### src/rtl/mpg_pkg.sv
package mpg_pkg;
  localparam int VA_W        = 44;
  localparam int PA_W        = 41;
  localparam int CTX_W       = 13;
  localparam int SLOT_W      = 2;
  localparam int NUM_SLOTS   = 1 << SLOT_W;
  localparam int SIZE_W      = 3;
  localparam int MIN_IDX_W   = 11;
  localparam int IDX_MAX     = MIN_IDX_W + (1 << SIZE_W) - 1;
  localparam int ENTRY_SHIFT = 4;
  localparam int SMALL_SHIFT = 13;
  localparam int BIG_SHIFT   = 16;

  typedef struct packed {
    logic [PA_W-1:0]   base;
    logic [SIZE_W-1:0] size;
  } tblDesc_t;

  typedef struct packed {
    logic              capture;
    logic              loadActive;
    logic              useKernel;
    logic [SLOT_W-1:0] loadSlot;
    logic              writeSlot;
    logic              writeKernel;
    logic [SLOT_W-1:0] writeIdx;
  } dpStrobes_t;
endpackage

### src/rtl/mpg_ctrl.sv
module mpg_ctrl
  import mpg_pkg::*;
(
  input  logic              clk,
  input  logic              rstN,
  input  logic              missValid,
  input  logic              ctxSwitch,
  input  logic [CTX_W-1:0]  ctxNew,
  input  logic              cfgWrEn,
  input  logic              cfgWrKernel,
  input  logic [SLOT_W-1:0] cfgWrSlot,
  output dpStrobes_t        strb,
  output logic              ptrValid
);
  always_comb begin
    strb.capture     = missValid;
    strb.loadActive  = ctxSwitch;
    strb.useKernel   = (ctxNew == '0);
    strb.loadSlot    = ctxNew[SLOT_W-1:0];
    strb.writeSlot   = cfgWrEn & ~cfgWrKernel;
    strb.writeKernel = cfgWrEn & cfgWrKernel;
    strb.writeIdx    = cfgWrSlot;
  end

  always_ff @(posedge clk) begin
    if (!rstN) ptrValid <= 1'b0;
    else       ptrValid <= missValid;
  end

  AST_VALID_AFTER_MISS: assert property (@(posedge clk) disable iff (!rstN)
    missValid |=> ptrValid);
  AST_VALID_ONE_SHOT: assert property (@(posedge clk) disable iff (!rstN)
    !missValid |=> !ptrValid);
endmodule

### src/rtl/mpg_base_table.sv
module mpg_base_table
  import mpg_pkg::*;
(
  input  logic              clk,
  input  logic              rstN,
  input  logic              writeSlot,
  input  logic              writeKernel,
  input  logic [SLOT_W-1:0] writeIdx,
  input  logic              loadActive,
  input  logic              useKernel,
  input  logic [SLOT_W-1:0] loadSlot,
  input  tblDesc_t          wrDesc,
  output tblDesc_t          activeDesc
);
  tblDesc_t slotQ [NUM_SLOTS];
  tblDesc_t kernelQ;
  tblDesc_t activeQ;
  tblDesc_t pickDesc;

  for (genvar g = 0; g < NUM_SLOTS; g++) begin : gSlot
    always_ff @(posedge clk) begin
      if (!rstN)                                      slotQ[g] <= '0;
      else if (writeSlot && (writeIdx == SLOT_W'(g))) slotQ[g] <= wrDesc;
    end
  end

  always_ff @(posedge clk) begin
    if (!rstN)            kernelQ <= '0;
    else if (writeKernel) kernelQ <= wrDesc;
  end

  always_comb pickDesc = useKernel ? kernelQ : slotQ[loadSlot];

  always_ff @(posedge clk) begin
    if (!rstN)           activeQ <= '0;
    else if (loadActive) activeQ <= pickDesc;
  end

  assign activeDesc = activeQ;

  AST_ACTIVE_STABLE: assert property (@(posedge clk) disable iff (!rstN)
    !loadActive |=> $stable(activeQ));
  AST_KERNEL_LOAD: assert property (@(posedge clk) disable iff (!rstN)
    (loadActive && useKernel) |=> (activeQ == $past(kernelQ)));
endmodule

### src/rtl/mpg_ptr_calc.sv
module mpg_ptr_calc
  import mpg_pkg::*;
(
  input  logic            clk,
  input  logic            rstN,
  input  logic            capture,
  input  tblDesc_t        activeDesc,
  input  logic [VA_W-1:0] missVa,
  input  logic            missBigPage,
  output logic [PA_W-1:0] ptr
);
  localparam int PAD_W = PA_W - IDX_MAX - ENTRY_SHIFT;

  logic [IDX_MAX-1:0] rawIdx;
  logic [IDX_MAX-1:0] idxMask;
  logic [IDX_MAX-1:0] idx;
  logic [PA_W-1:0]    offs;
  logic [PA_W-1:0]    ptrQ;
  logic               unusedVaBits;

  assign unusedVaBits = ^missVa;

  always_comb begin
    if (missBigPage) rawIdx = missVa[BIG_SHIFT +: IDX_MAX];
    else             rawIdx = missVa[SMALL_SHIFT +: IDX_MAX];
  end

  for (genvar b = 0; b < IDX_MAX; b++) begin : gMask
    if (b < MIN_IDX_W) begin : gAlways
      assign idxMask[b] = 1'b1;
    end else begin : gSized
      assign idxMask[b] = (int'(activeDesc.size) > (b - MIN_IDX_W));
    end
  end

  always_comb begin
    idx  = rawIdx & idxMask;
    offs = {{PAD_W{1'b0}}, idx, {ENTRY_SHIFT{1'b0}}};
  end

  always_ff @(posedge clk) begin
    if (!rstN)        ptrQ <= '0;
    else if (capture) ptrQ <= activeDesc.base + offs;
  end

  assign ptr = ptrQ;

  AST_PTR_HOLD: assert property (@(posedge clk) disable iff (!rstN)
    !capture |=> $stable(ptrQ));
  AST_PTR_ALIGN: assert property (@(posedge clk) disable iff (!rstN)
    capture |=> (ptrQ[ENTRY_SHIFT-1:0] == $past(activeDesc.base[ENTRY_SHIFT-1:0])));
endmodule

### src/rtl/mpg_datapath.sv
module mpg_datapath
  import mpg_pkg::*;
(
  input  logic            clk,
  input  logic            rstN,
  input  dpStrobes_t      strb,
  input  tblDesc_t        wrDesc,
  input  logic [VA_W-1:0] missVa,
  input  logic            missBigPage,
  output logic [PA_W-1:0] ptr
);
  tblDesc_t activeDesc;

  mpg_base_table u_table (
    .clk        (clk),
    .rstN       (rstN),
    .writeSlot  (strb.writeSlot),
    .writeKernel(strb.writeKernel),
    .writeIdx   (strb.writeIdx),
    .loadActive (strb.loadActive),
    .useKernel  (strb.useKernel),
    .loadSlot   (strb.loadSlot),
    .wrDesc     (wrDesc),
    .activeDesc (activeDesc)
  );

  mpg_ptr_calc u_calc (
    .clk        (clk),
    .rstN       (rstN),
    .capture    (strb.capture),
    .activeDesc (activeDesc),
    .missVa     (missVa),
    .missBigPage(missBigPage),
    .ptr        (ptr)
  );
endmodule

### src/rtl/miss_ptr_gen.sv
module miss_ptr_gen
  import mpg_pkg::*;
(
  input  logic              clk,
  input  logic              rstN,
  input  logic              cfgWrEn,
  input  logic              cfgWrKernel,
  input  logic [SLOT_W-1:0] cfgWrSlot,
  input  logic [PA_W-1:0]   cfgWrBase,
  input  logic [SIZE_W-1:0] cfgWrSize,
  input  logic              ctxSwitch,
  input  logic [CTX_W-1:0]  ctxNew,
  input  logic              missValid,
  input  logic [VA_W-1:0]   missVa,
  input  logic              missBigPage,
  output logic              ptrValid,
  output logic [PA_W-1:0]   ptr
);
  dpStrobes_t strb;
  tblDesc_t   wrDesc;

  assign wrDesc.base = cfgWrBase;
  assign wrDesc.size = cfgWrSize;

  mpg_ctrl u_ctrl (
    .clk        (clk),
    .rstN       (rstN),
    .missValid  (missValid),
    .ctxSwitch  (ctxSwitch),
    .ctxNew     (ctxNew),
    .cfgWrEn    (cfgWrEn),
    .cfgWrKernel(cfgWrKernel),
    .cfgWrSlot  (cfgWrSlot),
    .strb       (strb),
    .ptrValid   (ptrValid)
  );

  mpg_datapath u_dp (
    .clk        (clk),
    .rstN       (rstN),
    .strb       (strb),
    .wrDesc     (wrDesc),
    .missVa     (missVa),
    .missBigPage(missBigPage),
    .ptr        (ptr)
  );
endmodule

### config.mk
export PLATFORM = sky130hd
export DESIGN_NAME = miss_ptr_gen
export DESIGN_NICKNAME = d
export VERILOG_FILES = /design/src/rtl/mpg_pkg.sv /design/src/rtl/mpg_ctrl.sv /design/src/rtl/mpg_base_table.sv /design/src/rtl/mpg_ptr_calc.sv /design/src/rtl/mpg_datapath.sv /design/src/rtl/miss_ptr_gen.sv
export SDC_FILE = /design/constraint.sdc
export NUM_CORES = 1
export LEC_CHECK = 0
export BUFFER_PORTS_ARGS = -buffer_cell sky130_fd_sc_hd__buf_2
export CAP_MARGIN = 25
export CORE_ASPECT_RATIO = 1.2
export CORE_MARGIN = 5
export CORE_UTILIZATION = 64
export CTS_CLUSTER_SIZE = 20
export DETAILED_ROUTE_END_ITERATION = 8
export GPL_ROUTABILITY_DRIVEN = 1
export PLACE_DENSITY = 0.88
export SLEW_MARGIN = 10
export SYNTH_ARGS = -nofsm -noshare
export SYNTH_HDL_FRONTEND = slang
export SYNTH_HIERARCHICAL = 1
export SYNTH_SLANG_ARGS = --single-unit
export TNS_END_PERCENT = 50
### constraint.sdc
create_clock -name clk -period 12.97 [get_ports clk]
set_input_delay 0.6485 -clock clk [delete_from_list [all_inputs] [get_ports clk]]
set_output_delay 0.6485 -clock clk [all_outputs]
set_load 0.01 [all_outputs]
==> reports/results.txt, run 1 <==
I/O pin count: 152
Post-Synthesis Net Count: 1352
Crit share post-route: 25.1%
Std cell rows: 60
Remaining DRCs: 0
Distinct cells, synth: 63
Later-pin clock latency in the skew report: 0.54 ns
Slew Limit Fails: 0
Die width: 147 um
Crit path cell chain: buf_2 -> mux2_2 -> ha_1 -> fa_1 -> a21o_1 -> nand4_1 -> a211oi_2 -> o211a_1 -> o21ai_0 -> a21oi_1 -> or3_1
Syn Area/Cell: 11.7 um^2
HPWL after DPL: 20600 um
CP max FO: 18
Cell area power density: 137 mW/mm^2
Die height: 174 um
Slowest-stage cell, CP: fa_1
Post-synthesis adder-cell area fraction: 1.71%
Post-synth EDFFs: 176
VDD IR-drop max: 0.0943 mV
Max-Cap Viols: 0
Largest area contributor in the netlist: edfxtp_1
Yosys warns: 6
Vias: 10300
Clk buf depth: 3
Switch Pwr: 523 uW
Worst Skew: 0.00980 ns
Gate count of the mapped netlist: 1223
Clock-pin slew on the worst setup and hold paths: 0.06 ns
Slowest stage delay, CP: 0.42 ns
Synth Area in Compound Gates: 11.8%
Tot GR Track Use: 27.2%
Buf/Inv on CP: 1
CTS Sinks: 306
Fin crit period: 3.26 ns
Final nets: 1440
Crit path DAT: 3.68 ns
Seq/Total Area, Yosys: 54.9%
Starting density of the core: 64.4%
Sequential group share of total power: 50.5%
Total grt overflow: 0
CP Capture Type: register
RSZ-0062 raised after global routing: false
Yosys top cell area share: 36.8%
Layout cells sized above 1: 22.4%
Slew @ Worst Pin: 0.915 ns
Synth top area cells: edfxtp_1, dfxtp_1, and2_1
Prevailing post-synth register cell: edfxtp_1
Cts hold-fix bufs: 0
Combinational power share: 11.0%
Final-report setup violation count: 0
Setup Crit Path Kind: in -> reg
CTS tree: done
Setup_tns: 0 ns
Vias in the first global route: 10600
Worst Setup Start Kind: input port
Most frequent cells in the layout: and2_1, edfxtp_1, dfxtp_1, buf_2, mux2_2
WL per Instance: 21.9 um
Internal Power: 1700 uW
Port Buffers: 128
Core ar.: 0.0223 mm^2
Fillers: 1451
Post-Synth Simple-Gate Area: 15.0%
Rel. slew slack: 39.0%
Pin count of the biggest net entering global routing: 89
Clock power frac: 38.5%
Cell Area, Synth: 0.0144 mm^2
FF+latch area: 0.00789 mm^2
Cell family with most CP delay: compound AO/OA/AOI/OAI gates
Sw Ratio: 23.5%
Initial DRC count: 1001
Final hold violation count: 0
Multi-input logic area: 0.00609 mm^2
Lkg Pwr: 0.00619 uW
CTS H-Tree Depth: 1
Post-route ant nets: 0
First-pass GRT wire length: 56200 um
Num CTS Buffers: 29
Ys async rst share: 0%
Combinational family with the most area after synthesis: simple AND/OR/NAND/NOR gates
Layout area overhead: 12.7%
Hold crit path type: in -> reg
Post-Synth XOR/XNOR Area: 0.610%
Initial antenna violation count: 7
Die area: 0.0256 mm^2
Placed standard-cell area: 0.0151 mm^2
Design Area, Final: 0.0162 mm^2
Drt total wl: 35400 um
DRT Pass-1 Iters: 9
Leading cell type in the layout, fill and taps excluded: and2_1
Post-synthesis mux area share: 12.7%
Clock root cell: clkbuf_16
Setup bufs post-CTS: 0
Outcome: completed
CP required: 13.39 ns
Yosys reg bits: 306
FMAX: 0.307 GHz
Post-CTS Resized: 0
DR vias/cell: 6.35
GPL Wtd Cong: 0.867
[metrics by stage]
step / utilization [%] / hold slack (ns) / setup WS, ns / std cells / total power [uW]
2_1_floorplan: - / 0.459 / 8.40 / 1223 / 1300
3_3_place_gp: 67.7 / 0.447 / 9.24 / 1555 / 1370
3_5_place_dp: 67.8 / 0.451 / 9.19 / 1556 / 1380
4_1_cts: 72.2 / 0.406 / 9.76 / 1609 / 2230
5_1_grt: 72.6 / 0.437 / 9.57 / 1616 / 2300
6_report: 72.6 / 0.422 / 9.71 / 1618 / 2230
[registers in the layout, indices dropped and copies added (netlist names)]
register,count
u_dp/u_table/slotQ,176
u_dp/u_table/activeDesc,44
u_dp/u_table/kernelQ,44
u_dp/u_calc/ptr,41
u_ctrl/ptrValid,1
[final timing paths]
path              slack (ns)                                    start  cells past startpoint                                   end
setup reg to reg       10.12  u_dp/u_table/activeDesc[2]$_SDFFE_PN0P_                     10      u_dp/u_calc/ptr[35]$_SDFFE_PN0P_
hold / removal          0.42                             cfgWrBase[5]                      3  u_dp/u_table/kernelQ[8]$_SDFFE_PN0P_
hold reg to reg         0.46         u_dp/u_calc/ptr[16]$_SDFFE_PN0P_                      2      u_dp/u_calc/ptr[16]$_SDFFE_PN0P_
setup / recovery        9.71                              missBigPage                     11      u_dp/u_calc/ptr[36]$_SDFFE_PN0P_
[area by class of cell]
class | instances | area share, %
Clock inverter | 15 | 1.07
Multi-Input combinational cell | 822 | 37.6
Timing Repair Buffer | 145 | 5.27
Antenna cell | 6 | 0.0928
Inverter | 7 | 0.162
Clock buffer | 38 | 4.88
Sequential cell | 306 | 48.7
Tap cell | 279 | 2.16
[synthesized netlist by cell type (9+ instances only)]
library cell  instances
nand3_1              20
mux2_4               20
nor2_1               38
or3_1                 9
dfxtp_1             130
a31oi_1              12
a21oi_1              69
a222oi_1             44
and2_1              179
ha_1                 18
edfxtp_1            176
mux2_2               74
buf_2                15
a21o_1               11
nor2b_1              50
nor3_1               12
mux2i_1              63
o21ai_0              74
nand2_1              32
clkbuf_1             54
[tightest hold or removal path: stages]
cell	delay, ns
buf_2	0.11
mux2i_1	0.07
nor2b_1	0.10
[kinds of logic (layout without fill, tap and decap cells)]
kind of cell    after synthesis  in the layout
simple gates                374            374
flops                       306            306
compound gates              257            257
mux                         162            162
buf+inv                      95            205
fa+ha+maj                    19             19
xor+xnor                     10             10
other cells                   0              6
[routing by layer]
layer | vias up | GRT usage [%] | share of wire (%)
met5 | - | 0 | 0.079
met4 | 6 | 7.88 | 1.7
met3 | 51 | 4.93 | 8.9
met2 | 538 | 47.5 | 51
met1 | 4958 | 34.8 | 39
li1 | 4718 | - | -
[power by group through the flow]
| stage | Combinational [uW] | Clock, uW | Sequential, uW |
|---|---|---|---|
| after floorplan | 162 | 0 | 1140 |
| after global placement | 230 | 0 | 1140 |
| after detailed placement | 239 | 0 | 1140 |
| after CTS | 242 | 864 | 1120 |
| after global routing | 266 | 907 | 1130 |
| final | 244 | 856 | 1120 |
Power figures use the tool's default switching activity.
==> run 2, diff against run 1 <==
- CORE_UTILIZATION: 64 -> 53
- PLACE_DENSITY: 0.88 -> 0.78
- clock period: 12.97 -> 2.8 ns (I/O delays scaled with it)
==> run 2 against run 1 <==
Against the previous run: non-clock buffer count rose by 73; register-to-register slack got worse by 10 ns; cell count rose by 7.9%; worst setup slack got worse by 9.6 ns; global-route usage fell by 5.3 points; first-iteration DRC count fell by 9.7%; power rose to 4.6 times the previous value; utilization fell by 9.9 points; count of clock-buffer cells in the layout rose by 5; critical path type is now reg -> reg.
==> reports/results.txt, run 2 (synthesized netlist as in run 1, its figures left out) <==
Most frequent cells in the layout: and2_1, edfxtp_1, dfxtp_1, buf_2, mux2_2
Setup_tns: 0 ns (unchanged)
First-pass GRT wire length: 54000 um (-3.8%)
Tot GR Track Use: 21.9% (-5.3 points)
Final nets: 1513 (+5.1%)
Lkg Pwr: 0.00650 uW (+5.1%)
Layout area overhead: 17.4%
Starting density of the core: 53.4% (-11 points)
Vias: 10200 (-0.78%)
Slew Limit Fails: 0 (unchanged)
VDD IR-drop max: 0.395 mV (+320%)
CP max FO: 7 (-11)
Remaining DRCs: 0 (unchanged)
Initial DRC count: 904 (-9.7%)
Cell family with most CP delay: simple AND/OR/NAND/NOR gates
Sw Ratio: 23.7% (+0.22 points)
Slew @ Worst Pin: 0.892 ns (-0.0225 ns)
Clk buf depth: 3 (unchanged)
Num CTS Buffers: 29 (unchanged)
FMAX: 0.371 GHz
Drt total wl: 34600 um (-2.1%)
Sequential group share of total power: 50.9% (+0.4 points)
Die width: 160 um (+9.2%)
Leading cell type in the layout, fill and taps excluded: and2_1
Placed Instances: 1649 (+6.0%)
Buf/Inv on CP: 0 (-1)
Final hold violation count: 0 (unchanged)
I/O pin count: 152 (unchanged)
Cell area power density: 605 mW/mm^2 (+340%)
Pin count of the biggest net entering global routing: 89 (unchanged)
Met1 GRT Util: 28.5% (-6.2 points)
Post-route insts no fill: 1746 (+7.9%)
Busiest grt layer: met2
Register bank with the most flops: u_dp/u_table/slotQ
Later-pin clock latency in the skew report: 0.55 ns (about the same)
Layout cells sized above 1: 23.1% (+0.70 points)
Std cell rows: 66 (+10%)
Total grt overflow: 0 (unchanged)
Clock root cell: clkbuf_16
Crit path DAT: 3.14 ns (-0.54 ns)
DR vias/cell: 5.84 (-8.1%)
Worst Setup Start Kind: register
Clock-pin slew on the worst setup and hold paths: 0.07 ns (about the same)
Setup Crit Path Kind: reg -> reg
CP required: 3.24 ns (-10.15 ns)
Final hold slack: 0.0493 ns (-0.373 ns)
Vias in the first global route: 10100 (-5.4%)
CTS tree: done
WL per Instance: 19.8 um (-9.3%)
Port Buffers: 128 (unchanged)
Rel. slew slack: 40.4% (+1.4 points)
HPWL after DPL: 21300 um (+3.4%)
CTS H-Tree Depth: 1 (unchanged)
GPL Wtd Cong: 0.861 (-0.62%)
RSZ-0062 raised after global routing: false
Initial antenna violation count: 3 (-4)
Clock power frac: 36.9% (-1.6 points)
M3 GR Usage: 3.65% (-1.3 points)
Max-Cap Viols: 0 (unchanged)
Internal Power: 7780 uW (+360%)
Setup bufs post-CTS: 0 (unchanged)
Hold crit path type: in -> reg
Switch Pwr: 2420 uW (+360%)
Crit share post-route: 96.4%
Crit path cell chain: o21ai_0 -> nor2_1 -> ha_1 -> nand4_1 -> or3_1 -> nor3_1 -> a21boi_2 -> nor3_1 -> or3_1
Core ar.: 0.0269 mm^2 (+21%)
Die area: 0.0305 mm^2 (+19%)
Fin crit period: 2.70 ns
Die height: 190 um (+9.3%)
CP Capture Type: register
Max reg flops: 176 (unchanged)
Worst Skew: 0.0240 ns (+0.0142 ns)
Combinational power share: 12.3% (+1.3 points)
Slowest stage delay, CP: 0.41 ns (about the same)
Outcome: completed
CTS Sinks: 306 (unchanged)
DRT Pass-1 Iters: 6 (-3)
Post-route ant nets: 0 (unchanged)
M2 GR Usage: 38.4% (-9.1 points)
Slowest-stage cell, CP: or3_1
Final-report setup violation count: 0 (unchanged)
-- run 2: per-layer routing --
| layer | part of all wire, % | wire length, um |
|---|---|---|
| met1 | 42 | 14400 |
| met2 | 49 | 17100 |
| met3 | 7.4 | 2570 |
| met4 | 1.5 | 505 |
| met5 | 0.061 | 21 |
-- run 2: what timing repair did --
action,in CTS,in global routing
hold buffers,44,0
endpoints found under the hold margin,220,0
endpoints found under the setup margin,0,1
gates resized for setup,0,1
-- run 2: cell type report --
class                   instances  area [um^2]
clock inverters                 9         96.3
multi-input cells             822         6070
diodes                          1         2.50
inverters                       7         26.3
repair buffers                218         1560
clock buffers                  43          798
fillers                      2076        10100
flip-flops and latches        306         7890
well taps                     340          425
-- run 2: power by group through the flow --
stage	logic (uW)	registers, uW	clock network [uW]
2_1_floorplan	753	5270	0
3_3_place_gp	1160	5260	0
3_5_place_dp	1190	5280	0
4_1_cts	1250	5190	3810
5_1_grt	1360	5220	4000
6_report	1250	5190	3760
-- run 2: stage by stage --
stage               setup slack, ns  total power, uW  util, %  instance area, um^2
finish                        0.101            10200     62.7                16900
global route                 0.0297            10600     62.7                16900
CTS                          0.0987            10200     62.6                16900
detailed placement          -0.0792             6470     57.7                15500
global placement            -0.0309             6420     57.7                15500
floorplan                   -0.0778             6020        -                14400
-- run 2: final timing paths --
check,from,to,slack (ns),cells past startpoint
worst min register to register,u_dp/u_calc/ptr[16]$_SDFFE_PN0P_,u_dp/u_calc/ptr[16]$_SDFFE_PN0P_,0.46,2
worst max-delay path,u_dp/u_table/activeDesc[0]$_SDFFE_PN0P_,u_dp/u_calc/ptr[36]$_SDFFE_PN0P_,0.10,9
worst max register to register,u_dp/u_table/activeDesc[0]$_SDFFE_PN0P_,u_dp/u_calc/ptr[36]$_SDFFE_PN0P_,0.10,9
worst min-delay path,rstN,u_dp/u_table/kernelQ[32]$_SDFFE_PN0P_,0.05,2
==> run 3, diff against run 2 <==
- CORE_MARGIN: 5 -> not set
==> run 3 against run 2 <==
Against the previous run: the run now ends with design-rule violations left; first-iteration DRC count increased by 6.5%; sequential cell count is the same; critical endpoint is now u_dp/u_calc/ptr[33]$_SDFFE_PN0P_; clock power decreased by 1%; worst setup slack better by 0.10 ns; via count rose by 1.9%; global-route usage up 2.9 points; wire length increased by 0.17%; combinational power about the same; largest power group unchanged; critical path depth up 2; sequential share of layout area down 0.10 points.
==> reports/results.txt, run 3 (synthesized netlist as in run 1, its figures left out) <==
Outcome: finished with violations
Violated checks: design-rule violations
DRT Pass-1 Iters: 9 (+3)
Leading cell type in the layout, fill and taps excluded: and2_1
Tot GR Track Use: 24.9% (+2.9 points)
Sw Ratio: 23.9% (+0.12 points)
Post-route insts no fill: 1756 (+0.57%)
Pin count of the biggest net entering global routing: 89 (unchanged)
Placed standard-cell area: 0.0155 mm^2 (about the same)
Vias: 10400 (+1.9%)
Final nets: 1526 (+0.86%)
Remaining DRCs: 30 (+30)
Clock power frac: 36.5% (-0.4 points)
Switch Pwr: 2420 uW (+0.18%)
Slew Limit Fails: 0 (unchanged)
Final Util: 64.0% (+1.3 points)
Fin crit period: 2.60 ns (-0.103 ns)
Die height: 182 um (-4.2%)
CTS Sinks: 306 (unchanged)
Internal Power: 7740 uW (-0.51%)
Initial antenna violation count: 0 (-3)
Reg2Reg Setup Slack: 0.20 ns (+0.10 ns)
CP max FO: 18 (+11)
Post-route ant nets: 0 (unchanged)
Design Area, Final: 0.0169 mm^2 (+0.22%)
Clk buf depth: 3 (unchanged)
Rel. slew slack: 39.9% (-0.52 points)
Layout area overhead: 17.7%
Initial DRC count: 963 (+6.5%)
Core ar.: 0.0264 mm^2 (-1.8%)
Most frequent cells in the layout: and2_1, edfxtp_1, dfxtp_1, buf_2, mux2_2
FMAX: 0.385 GHz (+4.0%)
Drt total wl: 34700 um (+0.17%)
CP required: 3.19 ns (-0.05 ns)
Total grt overflow: 0 (unchanged)
DP Worst Slack: -0.0860 ns (-0.00682 ns)
CTS H-Tree Depth: 1 (unchanged)
Max-Cap Viols: 0 (unchanged)
Fillers: 2024 (-2.5%)
Layout cells sized above 1: 23.9% (+0.74 points)
Port Buffers: 128 (unchanged)
Crit share post-route: 92.7% (-3.7 points)
Placed Instances: 1656 (+0.42%)
CTS tree: done
DR vias/cell: 5.91 (+1.3%)
Lkg Pwr: 0.00655 uW (+0.72%)
Vias in the first global route: 10100 (+0.96%)
Hold crit path type: in -> reg
CP Capture Type: register
Clock root cell: clkbuf_16
Die width: 152 um (-5.0%)
Sequential group share of total power: 51.1% (+0.2 points)
Worst Setup Start Kind: register
Final-report setup violation count: 0 (unchanged)
Max reg flops: 176 (unchanged)
Setup Crit Path Kind: reg -> reg
WL per Instance: 19.8 um (-0.40%)
VDD IR-drop max: 0.448 mV (+14%)
Final hold violation count: 0 (unchanged)
Crit path DAT: 2.98 ns (-0.16 ns)
Die area: 0.0278 mm^2 (-9.0%)
Cell area power density: 601 mW/mm^2 (-0.57%)
HPWL after DPL: 21700 um (+2.0%)
Slew @ Worst Pin: 0.900 ns (+0.00751 ns)
Std cell rows: 65 (-1.5%)
Combinational power share: 12.4% (about the same)
First-pass GRT wire length: 54500 um (+0.77%)
Worst Skew: 0.0172 ns (-0.00677 ns)
GPL Wtd Cong: 0.881 (+2.3%)
Setup WS post-layout: 0.204 ns (+0.103 ns)
RSZ-0062 raised after global routing: false
I/O pin count: 152 (unchanged)
Register bank with the most flops: u_dp/u_table/slotQ
Clock-pin slew on the worst setup and hold paths: 0.06 ns (about the same)
Later-pin clock latency in the skew report: 0.55 ns (about the same)
Starting density of the core: 54.4% (+0.99 points)
Num CTS Buffers: 29 (unchanged)
run 3: changes by cell type in the layout (fill, tap and decap cells not counted), moves of 2 or more:
cell,delta
buf_4,+18
buf_12,-5
clkinv_1,+5
clkbuf_1,-3
clkbuf_8,+2
clkinv_2,-2
run 3: worst max-delay path, cell delays in order, from the launching register on:
cell,delay (ns)
dfxtp_1,0.41
nor2_1,0.07
nor2_1,0.10
ha_1,0.29
a21o_1,0.24
a21o_1,0.19
a21o_1,0.19
or3b_4,0.41
o21ai_4,0.17
buf_12,0.15
or4_1,0.12
a31oi_1,0.07
run 3: metal layers:
layer / track usage, % / vias up / routed length [um]
li1: - / 4883 / -
met1: 31.6 / 5067 / 14400
met2: 44.2 / 375 / 17400
met3: 3.18 / 60 / 2200
met4: 7.55 / 0 / 746
met5: 0 / - / 0
run 3: through the flow:
step                      total power [uW]  TNS [ns]  hold WS [ns]
final                                10200         0        0.0798
after global routing                 10500         0         0.103
after CTS                            10200         0        0.0693
after detailed placement              6480    -0.666         0.455
after global placement                6430    -0.199         0.440
after floorplan                       6020    -10.26         0.262
run 3: path summary, 6_finish.rpt:
path / startpoint / to / cells after the start
worst max-delay path: u_dp/u_table/activeDesc[1]$_SDFFE_PN0P_ / u_dp/u_calc/ptr[33]$_SDFFE_PN0P_ / 11
worst min-delay path: missVa[13] / u_dp/u_calc/ptr[4]$_SDFFE_PN0P_ / 5
worst min register to register: u_dp/u_calc/ptr[17]$_SDFFE_PN0P_ / u_dp/u_calc/ptr[17]$_SDFFE_PN0P_ / 2
worst max register to register: u_dp/u_table/activeDesc[1]$_SDFFE_PN0P_ / u_dp/u_calc/ptr[33]$_SDFFE_PN0P_ / 11
run 3: final cells by class:
class | count | area [um^2] | share of cell area, %
antenna | 1 | 2.50 | 0.0148
clock buffer | 42 | 815 | 4.82
clock inverter | 12 | 83.8 | 0.496
inverter | 7 | 26.3 | 0.155
multi-input combinational | 822 | 6080 | 36.0
sequential | 306 | 7890 | 46.7
tap | 335 | 419 | 2.48
timing repair buffer | 231 | 1590 | 9.41
run 3: power by group through the flow:
stage | sequential, uW | combinational, uW | clock, uW
floorplan | 5270 | 753 | 0
global placement | 5260 | 1170 | 0
detailed placement | 5280 | 1200 | 0
CTS | 5190 | 1250 | 3770
global route | 5220 | 1370 | 3950
finish | 5190 | 1260 | 3710
run 3: what timing repair did:
| item | CTS | global route |
|---|---|---|
| gates resized for setup | 0 | 0 |
| hold buffers | 44 | 0 |
| setup endpoints to repair | 0 | 9 |
| setup buffers | 0 | 1 |
| endpoints found under the hold margin | 218 | 0 |
